===== src/rtl/osd_mix_pkg.sv =====
package osd_mix_pkg;

    // One controller sample: colour-select bits plus the two mode bits.
    typedef struct packed {
        logic red;
        logic grn;
        logic blu;
        logic ovl;
        logic dim;
    } osd_sample_t;

    // Channel ordering used for packed pixel arrays throughout the block.
    localparam int CH_RED = 2;
    localparam int CH_GRN = 1;
    localparam int CH_BLU = 0;
    localparam int NUM_CH = 3;

endpackage


===== src/rtl/osd_sampler.sv =====
module osd_sampler
    import osd_mix_pkg::*;
(
    input  logic        clk,
    input  logic        rst_n,
    input  osd_sample_t osd_i,
    output logic        half_clk_o,
    output osd_sample_t sample_o
);

    typedef struct packed {
        logic        phase;
        osd_sample_t smp;
    } state_t;

    state_t st_d, st_q;

    always_comb begin
        st_d       = st_q;
        st_d.phase = ~st_q.phase;
        // Capture on the edge that raises the half-rate clock.
        if (!st_q.phase) begin
            st_d.smp = osd_i;
        end
    end

    always_ff @(posedge clk or negedge rst_n) begin
        if (!rst_n) begin
            st_q <= '0;
        end else begin
            st_q <= st_d;
        end
    end

    assign half_clk_o = st_q.phase;
    assign sample_o   = st_q.smp;

endmodule


===== src/rtl/osd_palette.sv =====
module osd_palette
    import osd_mix_pkg::*;
#(
    parameter int PIX_W = 8
) (
    input  osd_sample_t                    sel_i,
    output logic [NUM_CH-1:0][PIX_W-1:0]   rgb_o
);

    // Colour-bar levels at three quarters and one quarter of full scale.
    localparam logic [PIX_W-1:0] LVL_HI = PIX_W'((3 << (PIX_W - 2)) - 1);
    localparam logic [PIX_W-1:0] LVL_LO = PIX_W'(1 << (PIX_W - 2));

    logic [NUM_CH-1:0] bits;

    always_comb begin
        bits         = '0;
        bits[CH_RED] = sel_i.red;
        bits[CH_GRN] = sel_i.grn;
        bits[CH_BLU] = sel_i.blu;
    end

    for (genvar c = 0; c < NUM_CH; c++) begin : g_ch
        assign rgb_o[c] = bits[c] ? LVL_HI : LVL_LO;
    end

endmodule


===== src/rtl/mix_pipe.sv =====
module mix_pipe
    import osd_mix_pkg::*;
#(
    parameter int PIX_W = 8
) (
    input  logic                         clk,
    input  logic                         rst_n,
    input  logic [NUM_CH-1:0][PIX_W-1:0] vid_i,
    input  logic                         hs_i,
    input  logic                         vs_i,
    input  osd_sample_t                  sample_i,
    input  logic [NUM_CH-1:0][PIX_W-1:0] pal_i,
    output logic [NUM_CH-1:0][PIX_W-1:0] pix_o,
    output logic                         hs_o,
    output logic                         vs_o,
    output logic                         ctl_hs_o,
    output logic                         ctl_vs_o
);

    typedef struct packed {
        logic [NUM_CH-1:0][PIX_W-1:0] vid1;
        logic                         hs1;
        logic                         vs1;
        logic [NUM_CH-1:0][PIX_W-1:0] pix2;
        logic                         hs2;
        logic                         vs2;
    } state_t;

    state_t st_d, st_q;

    always_comb begin
        st_d      = st_q;
        st_d.vid1 = vid_i;
        st_d.hs1  = hs_i;
        st_d.vs1  = vs_i;
        st_d.hs2  = st_q.hs1;
        st_d.vs2  = st_q.vs1;
        for (int c = 0; c < NUM_CH; c++) begin
            if (sample_i.ovl) begin
                st_d.pix2[c] = pal_i[c];
            end else if (sample_i.dim) begin
                st_d.pix2[c] = st_q.vid1[c] >> 1;
            end else begin
                st_d.pix2[c] = st_q.vid1[c];
            end
        end
    end

    always_ff @(posedge clk or negedge rst_n) begin
        if (!rst_n) begin
            st_q <= '0;
        end else begin
            st_q <= st_d;
        end
    end

    assign pix_o    = st_q.pix2;
    assign hs_o     = st_q.hs2;
    assign vs_o     = st_q.vs2;
    assign ctl_hs_o = st_q.hs1;
    assign ctl_vs_o = st_q.vs1;

endmodule


===== src/rtl/osd_video_mixer.sv =====
module osd_video_mixer
    import osd_mix_pkg::*;
#(
    parameter int PIX_W = 8
) (
    input  logic             clk,
    input  logic             rst_n,
    input  logic [PIX_W-1:0] vid_red,
    input  logic [PIX_W-1:0] vid_grn,
    input  logic [PIX_W-1:0] vid_blu,
    input  logic             vid_hsync,
    input  logic             vid_vsync,
    input  logic             osd_red,
    input  logic             osd_grn,
    input  logic             osd_blu,
    input  logic             osd_ovl,
    input  logic             osd_dim,
    output logic [PIX_W-1:0] out_red,
    output logic [PIX_W-1:0] out_grn,
    output logic [PIX_W-1:0] out_blu,
    output logic             out_hsync,
    output logic             out_vsync,
    output logic             ctl_hsync,
    output logic             ctl_vsync,
    output logic             ctl_clk
);

    osd_sample_t                  osd_in;
    osd_sample_t                  cap_w;
    logic [NUM_CH-1:0][PIX_W-1:0] vid_w;
    logic [NUM_CH-1:0][PIX_W-1:0] pal_w;
    logic [NUM_CH-1:0][PIX_W-1:0] pix_w;

    assign osd_in = '{red: osd_red, grn: osd_grn, blu: osd_blu,
                      ovl: osd_ovl, dim: osd_dim};

    always_comb begin
        vid_w         = '0;
        vid_w[CH_RED] = vid_red;
        vid_w[CH_GRN] = vid_grn;
        vid_w[CH_BLU] = vid_blu;
    end

    osd_sampler u_sampler (
        .clk        (clk),
        .rst_n      (rst_n),
        .osd_i      (osd_in),
        .half_clk_o (ctl_clk),
        .sample_o   (cap_w)
    );

    osd_palette #(.PIX_W(PIX_W)) u_palette (
        .sel_i (cap_w),
        .rgb_o (pal_w)
    );

    mix_pipe #(.PIX_W(PIX_W)) u_pipe (
        .clk      (clk),
        .rst_n    (rst_n),
        .vid_i    (vid_w),
        .hs_i     (vid_hsync),
        .vs_i     (vid_vsync),
        .sample_i (cap_w),
        .pal_i    (pal_w),
        .pix_o    (pix_w),
        .hs_o     (out_hsync),
        .vs_o     (out_vsync),
        .ctl_hs_o (ctl_hsync),
        .ctl_vs_o (ctl_vsync)
    );

    assign out_red = pix_w[CH_RED];
    assign out_grn = pix_w[CH_GRN];
    assign out_blu = pix_w[CH_BLU];

endmodule


===== config.mk =====
export PLATFORM = sky130hd
export DESIGN_NAME = osd_video_mixer
export DESIGN_NICKNAME = d
export VERILOG_FILES = /design/src/rtl/osd_mix_pkg.sv /design/src/rtl/osd_sampler.sv /design/src/rtl/osd_palette.sv /design/src/rtl/mix_pipe.sv /design/src/rtl/osd_video_mixer.sv
export SDC_FILE = /design/constraint.sdc
export NUM_CORES = 1
export LEC_CHECK = 0
export BUFFER_PORTS_ARGS = -buffer_cell sky130_fd_sc_hd__clkbuf_2
export CORE_MARGIN = 3
export CORE_UTILIZATION = 55
export CTS_CLUSTER_DIAMETER = 30
export DETAILED_ROUTE_END_ITERATION = 12
export PLACE_DENSITY = 0.89
export REMOVE_ABC_BUFFERS = 1
export SETUP_SLACK_MARGIN = 0.1
export SYNTH_ARGS = -nofsm -noshare
export SYNTH_HDL_FRONTEND = slang
export SYNTH_SLANG_ARGS = --single-unit
export TNS_END_PERCENT = 50

===== constraint.sdc =====
create_clock -name clk -period 1.9 [get_ports clk]
set_input_delay 0.19 -clock clk [delete_from_list [all_inputs] [get_ports clk]]
set_output_delay 0.19 -clock clk [all_outputs]
set_load 0.05 [all_outputs]

---- After elaboration in Yosys (flattened, before gate mapping) ----
Index checks and enable logic that the tools add are counted.
cells by class
  add/sub/neg operators ................... 0
  $mul .................................... 0
  divide/modulo/power cells ............... 0
  magnitude comparators ................... 0
  eq/ne operators ......................... 0
  shift-type cells ........................ 0
  muxes and demuxes ....................... 9
  bitwise logic cells ..................... 1
  reduce and logical (&&, ||, !) cells .... 0
operator list
  operator           number
  8-bit two-way mux  9
  1-bit inverter     1
storage, ports and cells
  register bits after elaboration ......... 58
  latch bits .............................. 0
  RAM bits ................................ 0
  bits in read-only memories .............. 0
  input port bits ......................... 33
  output and inout port bits .............. 29
  word-level logic and storage cells ...... 26
  memories kept ........................... 0

---- Depth between registers and ports, before layout ----
Gate-level depths: netlist (run 1).
  depth after elaboration ................. 2
  mapped depth ............................ 4
  gate-level depth less buffers ........... 2

---- By module ----
From an unflattened synthesis (run 1), not the netlist that was laid out.
second synthesis, totals
  cell total of the unflattened synthesis .. 188
  area, all modules ....................... 2391.0 µm²
modules (own cells, without submodules)
  module       instances  cells an instance  area an instance (µm²)  sequential area each (µm²)
  mix_pipe     1          151                1981.9                  1301.2
  osd_sampler  1          13                 240.2                   150.1
  osd_palette  1          24                 168.9                   0.0

---- Least setup slack after synthesis (run 1) ----
No wires, ideal clock.
  path kind ............................... register to register
  start ................................... reg u_sampler.st_q, in the netlist u_sampler.half_clk_o
  end ..................................... reg u_sampler.st_q, in the netlist u_sampler.sample_o[0]
  library setup time ...................... 0.125 ns
  data arrival time ....................... 1.222 ns
  data required time ...................... 1.775 ns
  setup slack ............................. 0.554 ns
  stages on the path, launching flop included .. 3
  buffers on the path ..................... 1
  period minus slack after synthesis ...... 1.346 ns
  cells stage by stage .................... dfrtp_1 -> clkbuf_1 -> mux2_2
RTL lines
  item                      line               source
  start: declaration        osd_sampler.sv:16  state_t st_d, st_q;
  start signal: assignment  osd_sampler.sv:31  st_q <= st_d;
No word-level cell between the ends.

---- Worst setup path in the final report (run 1) ----
  start ................................... reg u_sampler.st_q, in the netlist u_sampler.half_clk_o
  end ..................................... out ctl_clk
RTL lines
  item              line                   source
  end: declaration  osd_video_mixer.sv:25  output logic ctl_clk
No word-level cell between the ends.

==> metrics, run 1 <==
die span in x 70.79 um; Psw 769.2 uW; Total GRT Usage 19.17%; Mapped Cells 141; Hold Path Origin osd_grn; worst reg2reg setup slack 0.56 ns; Min-Delay Path Class in2reg; WL/cell 16.28 um; Comb pwr share 16.2%; via count 1282; syn avg cell area 16.37 um^2; Hold Crit Depth 2; Internal 2.130 mW; fin crit period 1.347 ns; synthesized flop and latch total 58; # diodes 0; Die Ht 70.79 um; largest net degree at the start of global routing 36; Post-CTS Resized 0; Final setup viols 0; Fill cells 237; Clock transition at path regs 0.06 ns; share of cells above drive strength 1 54.84%; DRC 0; CP peak stage delay 0.49 ns; Reg power frac 46.8%; worst skew pair latency 0.33 ns; status finished clean; drt pass-1 iters 4; Layout area overhead 26.78%; fin. max-slew vios 0; nature of the critical path startpoint register; Rel. slew slack 59.09%; Initial Utilization 59.90%; FF-to-FF path depth 3; Data arrival, critical path 1.16 ns; setup TNS 0 ns; Nets 246; htree depth 3; vias per inst 4.838; R2R Path Start u_sampler.sample_o[0]$_DFFE_PN0N_; Synth cell types 13; post-synthesis sequential area ratio 62.87%; Core ar. 3854 um^2; CP Cell Sequence clkbuf_2; Final Core Density 75.94%; CP top delay family flip-flops; Endpoint, Worst Hold u_sampler.sample_o[3]$_DFFE_PN0N_; gr ovfl total 0; Port Buf Inserts 61; CP max FO 7; pwr/cell area 990.6 nW/um^2; 1st-iter DRT viols 57; vias in the first global route 1431; Detailed Place HPWL 2.737 mm; Clock Skews 0.004204 ns; GP Congestion 0.7634; first-pass GRT wire length 6.955 mm; Max Cap Viol 0; yosys warns 0; total power 2.899 mW; RR Endpoint u_pipe.pix_o[4]$_DFF_PN0_; total CTS buffers 9; Ports 62; RSZ-0062 raised after global routing no; row cnt 22; Root Driver clkbuf_8; Clock Tree Buf Depth 2; drt total wl 4.314 mm; sw frac 26.53%; fin crit share 70.87%; Clk pwr share 37.0%; CTS tree done; peak supply drop 0.6369 mV; post-route ant nets 0; hold_buf cts 27; final hold viol count 0; Die Area 5011 um^2; worst path bufs/invs 1; worst-margin pin slew 0.6136 ns; mapped cell area 2308 um^2; CP Class reg2out; initial antenna violation count 0; Post-CTS Setup Bufs 0; Peak Freq 742.6 MHz; Pleak 1.448 nW; CP max-delay cell dfrtp_1; Critical Path Sink Type output port; clock sink total 58; Critical Path RT 1.71 ns
[registers in the layout, indices dropped and copies added, names as in the netlist]
name,count
u_pipe.pix_o,24
u_pipe.vs_o,1
u_sampler.half_clk_o,1
u_sampler.sample_o,5
u_pipe.ctl_vs_o,1
u_pipe.hs_o,1
u_pipe.st_q,24
u_pipe.ctl_hs_o,1
[power by group through the flow]
| stage | combinational, mW | sequential (mW) | clock [mW] |
|---|---|---|---|
| 4_1_cts | 0.473 | 1.35 | 1.10 |
| 3_3_place_gp | 0.416 | 1.37 | 0 |
| 5_1_grt | 0.498 | 1.36 | 1.18 |
| 3_5_place_dp | 0.427 | 1.38 | 0 |
| 6_report | 0.470 | 1.36 | 1.07 |
| 2_1_floorplan | 0.100 | 1.56 | 0 |
[synth_stat cells (all sizes together)]
cell type,instances,area share (%)
dfrtp,58,63
mux2,41,22
buf,30,10
mux2i,6,2.6
a22o,3,1.1
clkbuf,1,0.16
inv,1,0.16
nor2,1,0.16
[per-stage QoR]
stage	instances	instance area (um^2)	setup WS (ns)	hold WS [ns]
after floorplan	110	2063	0.1812	-0.1056
after CTS	265	2927	0.5160	0.07060
after detailed placement	223	2471	0.5762	0.2224
after global routing	265	2927	0.4588	0.07339
final	265	2927	0.5535	0.09058
after global placement	223	2471	0.6265	0.2014
[per-layer routing]
metal | routed length [um] | GRT usage [%]
met2 | 2458 | 34.09
met3 | 284 | 9.943
met1 | 1524 | 18.68
met5 | 0 | 0
met4 | 47 | 7.516
[logic make-up after synthesis]
group | Yosys count | share of synthesized area [%]
DFF | 58 | 62.87
muxes | 47 | 25.04
and+or+nand+nor | 1 | 0.1624
AOI/OAI and AO/OA | 3 | 1.138
buffers and inverters | 32 | 10.79
[cells in the final DEF (no fill, tap or decap)]
master / count
buf_12: 1
clkinv_2: 2
buf_4: 3
mux2_2: 26
mux2i_1: 6
clkbuf_2: 61
clkbuf_1: 2
inv_1: 1
bufinv_16: 1
dfrtp_1: 58
a22o_1: 3
mux2_4: 15
clkbuf_8: 10
nor2_1: 1
dlygate4sd3_1: 27
[worst max path at each step]
stage                                      start                   endpoint  slack (ns)  cells after the start
2_1_floorplan  u_sampler.sample_o[0]$_DFFE_PN0N_  u_pipe.pix_o[2]$_DFF_PN0_        0.18                      2
3_3_place_gp   u_sampler.sample_o[0]$_DFFE_PN0N_  u_pipe.pix_o[3]$_DFF_PN0_        0.63                      3
3_5_place_dp   u_sampler.sample_o[0]$_DFFE_PN0N_  u_pipe.pix_o[3]$_DFF_PN0_        0.58                      3
4_1_cts           u_sampler.half_clk_o$_DFF_PN0_                    ctl_clk        0.52                      1
5_1_grt           u_sampler.half_clk_o$_DFF_PN0_                    ctl_clk        0.46                      1
6_report          u_sampler.half_clk_o$_DFF_PN0_                    ctl_clk        0.55                      1
[cell type report]
type,count,area [um^2],area share [%]
flip-flops and latches,58,1451,49.59
clock inverters,3,40.04,1.368
well taps,48,60.06,2.052
multi-input cells,51,608.1,20.78
clock buffers,12,145.1,4.959
repair buffers,92,618.1,21.12
inverters,1,3.754,0.1283
(Power assumes the default switching activity.)
==> run 2, diff against run 1 <==
--- a/config.mk
+++ b/config.mk
@@ -5,12 +5,13 @@
 export SDC_FILE = /design/constraint.sdc
 export NUM_CORES = 1
 export LEC_CHECK = 0
+export ABC_AREA = 1
 export BUFFER_PORTS_ARGS = -buffer_cell sky130_fd_sc_hd__clkbuf_2
 export CORE_MARGIN = 3
-export CORE_UTILIZATION = 55
+export CORE_UTILIZATION = 51
 export CTS_CLUSTER_DIAMETER = 30
 export DETAILED_ROUTE_END_ITERATION = 12
-export PLACE_DENSITY = 0.89
+export PLACE_DENSITY = 0.84
 export REMOVE_ABC_BUFFERS = 1
 export SETUP_SLACK_MARGIN = 0.1
 export SYNTH_ARGS = -nofsm -noshare
==> constraint.sdc (replaced) <==
create_clock -name clk -period 1.4 [get_ports clk]
set_input_delay 0.14 -clock clk [delete_from_list [all_inputs] [get_ports clk]]
set_output_delay 0.14 -clock clk [all_outputs]
set_load 0.05 [all_outputs]
==> run 2 against run 1 <==
Global-route usage up 0.47 points. Final cell count up 33%. Worst hold slack worse by 0.051 ns. Register-to-register slack worse by 0.31 ns. Area after synthesis down 4.5%. Sequential share of layout area down 0.085 points. Clock power up 69%. Utilization down 4.2 points. Critical path type unchanged.
==> metrics, run 2 <==
status finished clean (unchanged); GP Congestion 0.7954 (was 0.7634); sw frac 25.71% (was 26.53%); drt pass-1 iters 4 (unchanged); most frequent cells in the layout nand2_1, clkbuf_2, dfrtp_1 (was clkbuf_2, dfrtp_1, dlygate4sd3_1); RSZ-0062 raised after global routing no (unchanged); Psw 1.089 mW (was 769.2 uW); Port Buf Inserts 61 (unchanged); row cnt 23 (was 22); xor and xnor fraction of the mapped netlist area 0% (unchanged); final hold viol count 0 (unchanged); Placement Cell Area 2397 um^2 (was 2471 um^2); Final setup viols 0 (unchanged); first-pass GRT wire length 7.445 mm (was 6.955 mm); CP Cell Sequence clkbuf_2 (unchanged); CP top delay family flip-flops (unchanged); Rel. slew slack 74.22% (was 59.09%); Reg area 1451 um^2 (unchanged); Reg power frac 42.9% (was 46.8%); Post-synth EDFFs 0 (unchanged); top cells by area, synth dfrtp_1, nand2_1, buf_4 (was dfrtp_1, mux2_2, mux2_4); Max Cap Viol 0 (unchanged); CTS tree done (unchanged); yosys warns 0 (unchanged); initial antenna violation count 0 (unchanged); fin crit share 85.23%; async set-reset flop share out of synthesis 100.0% (unchanged); Data arrival, critical path 1.05 ns (was 1.16 ns); fin. max-slew vios 0 (unchanged); Detailed Place HPWL 2.629 mm (was 2.737 mm); vias per inst 4.563 (was 4.838); Die Area 5147 um^2 (was 5011 um^2); top_reg_cell synth dfrtp_1 (unchanged); Peak Freq 838.1 MHz; Critical Path Sink Type output port (unchanged); Mapped Cells 222 (was 141); Final Non-Filler Cells 352 (was 265); Comb pwr share 14.3% (was 16.2%); nature of the critical path startpoint register (unchanged); fin crit period 1.193 ns; post-route ant nets 0 (unchanged); die span in x 71.75 um (was 70.79 um); Die Ht 71.75 um (was 70.79 um); Layout area overhead 32.97% (was 26.78%); Clk pwr share 42.8% (was 37.0%); WL/cell 12.46 um (was 16.28 um); worst-margin pin slew 0.3861 ns (was 0.6136 ns); most frequent cell after synthesis nand2_1 (was dfrtp_1); vias in the first global route 1615 (was 1431); share of the synthesized area in the top cell type 65.83% (was 62.87%); 1st-iter DRT viols 105 (was 57); dominant combinational cell family by area after synthesis simple AND/OR/NAND/NOR gates (was multiplexers); Post-CTS Setup Bufs 0 (unchanged); synthesized flop and latch total 58 (unchanged); Total GRT Usage 19.64% (was 19.17%); dpl cells 306 (was 223); gr ovfl total 0 (unchanged); clock sink total 58 (unchanged); setup TNS 0 ns (unchanged); worst path bufs/invs 1 (unchanged); post-synthesis sequential area ratio 65.83% (was 62.87%); Clock Tree Buf Depth 2 (unchanged); CP max-delay cell dfrtp_1 (unchanged); worst skew pair latency 0.33 ns (about the same); Synth cell types 11 (was 13); CP peak stage delay 0.41 ns (was 0.49 ns); Ports 62 (unchanged); Clock transition at path regs 0.06 ns (about the same); Critical Path RT 1.26 ns (was 1.71 ns); Post-synth top cells nand2_1, dfrtp_1, buf_4, inv_1, nand3_1 (was dfrtp_1, mux2_2, buf_4, mux2_4, mux2i_1); Pleak 1.607 nW (was 1.448 nW); Nets 330 (was 246); Final Core Density 71.74% (was 75.94%); Internal 3.147 mW (was 2.130 mW); pwr/cell area 1445 nW/um^2 (was 990.6 nW/um^2); # diodes 0 (unchanged); via count 1606 (was 1282); DRC 0 (unchanged); Initial Utilization 53.95% (was 59.90%); Synth Area in Simple Gates 18.90% (was 0.1626%); CP Class reg2out (unchanged); Compound-Gate Fraction of Synth Area 1.135% (was 1.138%); mapped cell area 2205 um^2 (was 2308 um^2); drt total wl 4.387 mm (was 4.314 mm); peak supply drop 0.7811 mV (was 0.6369 mV); Root Driver clkbuf_8 (unchanged); share of cells above drive strength 1 27.48% (was 54.84%); total CTS buffers 9 (unchanged); largest net degree at the start of global routing 59 (was 36); Yosys top cell by area dfrtp_1 (unchanged); CP max FO 5 (was 7); Fill cells 297 (was 237); Core ar. 4086 um^2 (was 3854 um^2); multiplexer share of the synthesized area 0% (was 25.04%); Clock Skews 0.004472 ns (was 0.004204 ns); area of the multi-input gates 441.7 um^2 (was 608.1 um^2); final instance area 2932 um^2 (was 2927 um^2); syn avg cell area 9.931 um^2 (was 16.37 um^2); total power 4.237 mW (was 2.899 mW); most common cell after layout, fill and taps aside nand2_1 (was clkbuf_2); Adder-Cell Fraction of Synth Area 0% (unchanged); Min-Delay Path Class in2reg (unchanged); htree depth 3 (unchanged)
==> run 2: changes by cell type after synthesis, moves of 4 or more <==
| cell | change |
|---|---|
| mux2_4 | -15 |
| nand2_1 | +78 |
| mux2i_1 | -6 |
| o21ai_0 | +4 |
| mux2_2 | -26 |
| inv_1 | +23 |
| nand3_1 | +21 |
==> run 2: what timing repair did <==
action / in CTS / in global routing
hold endpoints to repair: 87 / 0
resized for setup: 0 / 0
hold buffers: 30 / 0
==> run 2: power groups by stage <==
| stage | registers [mW] | clock network, mW | logic (mW) |
|---|---|---|---|
| final | 1.82 | 1.81 | 0.604 |
| after global routing | 1.83 | 1.94 | 0.654 |
| after CTS | 1.82 | 1.85 | 0.607 |
| after detailed placement | 1.85 | 0 | 0.537 |
| after global placement | 1.85 | 0 | 0.527 |
| after floorplan | 2.08 | 0 | 0.110 |
==> run 2: worst paths after layout <==
kind | start | slack, ns | endpoint | cells after the start
hold reg to reg | u_pipe.ctl_vs_o$_DFF_PN0_ | 0.38 | u_pipe.vs_o$_DFF_PN0_ | 0
setup reg to reg | u_sampler.sample_o[0]$_DFFE_PN0N_ | 0.25 | u_pipe.pix_o[7]$_DFF_PN0_ | 3
max in group asynchronous | rst_n | 0.82 | u_pipe.pix_o[6]$_DFF_PN0_ | 3
hold / removal | osd_ovl | 0.04 | u_sampler.sample_o[1]$_DFFE_PN0N_ | 3
min in group asynchronous | rst_n | 0.33 | u_pipe.st_q[44]$_DFF_PN0_ | 3
setup / recovery | u_sampler.half_clk_o$_DFF_PN0_ | 0.21 | ctl_clk | 1
==> run 2: final cells by class <==
cell class / instances / share of cell area (%)
inverter: 27 / 3.457
clock inverter: 5 / 3.500
tap: 50 / 2.134
clock buffer: 11 / 4.481
multi-input combinational: 107 / 15.07
timing repair buffer: 94 / 21.85
sequential: 58 / 49.51
==> run 2: cells by family (layout without fill, tap and decap cells) <==
group	Yosys count	count (layout)
and+or+nand+nor	102	102
DFF	58	58
buffers and inverters	57	137
AOI/OAI and AO/OA	5	5
==> run 2: metal layers <==
metal / track usage (%) / up-vias / part of all wire [%]
li1: - / 791 / -
met1: 22.27 / 746 / 40
met2: 31.63 / 55 / 50
met3: 9.397 / 14 / 6.9
met4: 8.559 / 0 / 2.9
met5: 0 / - / 0
==> run 2: through the flow <==
stage / hold WS (ns) / setup WS (ns)
final: 0.03913 / 0.2068
after global routing: 0.05048 / 0.1427
after CTS: 0.01540 / 0.1860
after detailed placement: 0.1658 / 0.3231
after global placement: 0.1616 / 0.3791
after floorplan: -0.1556 / 0.1605
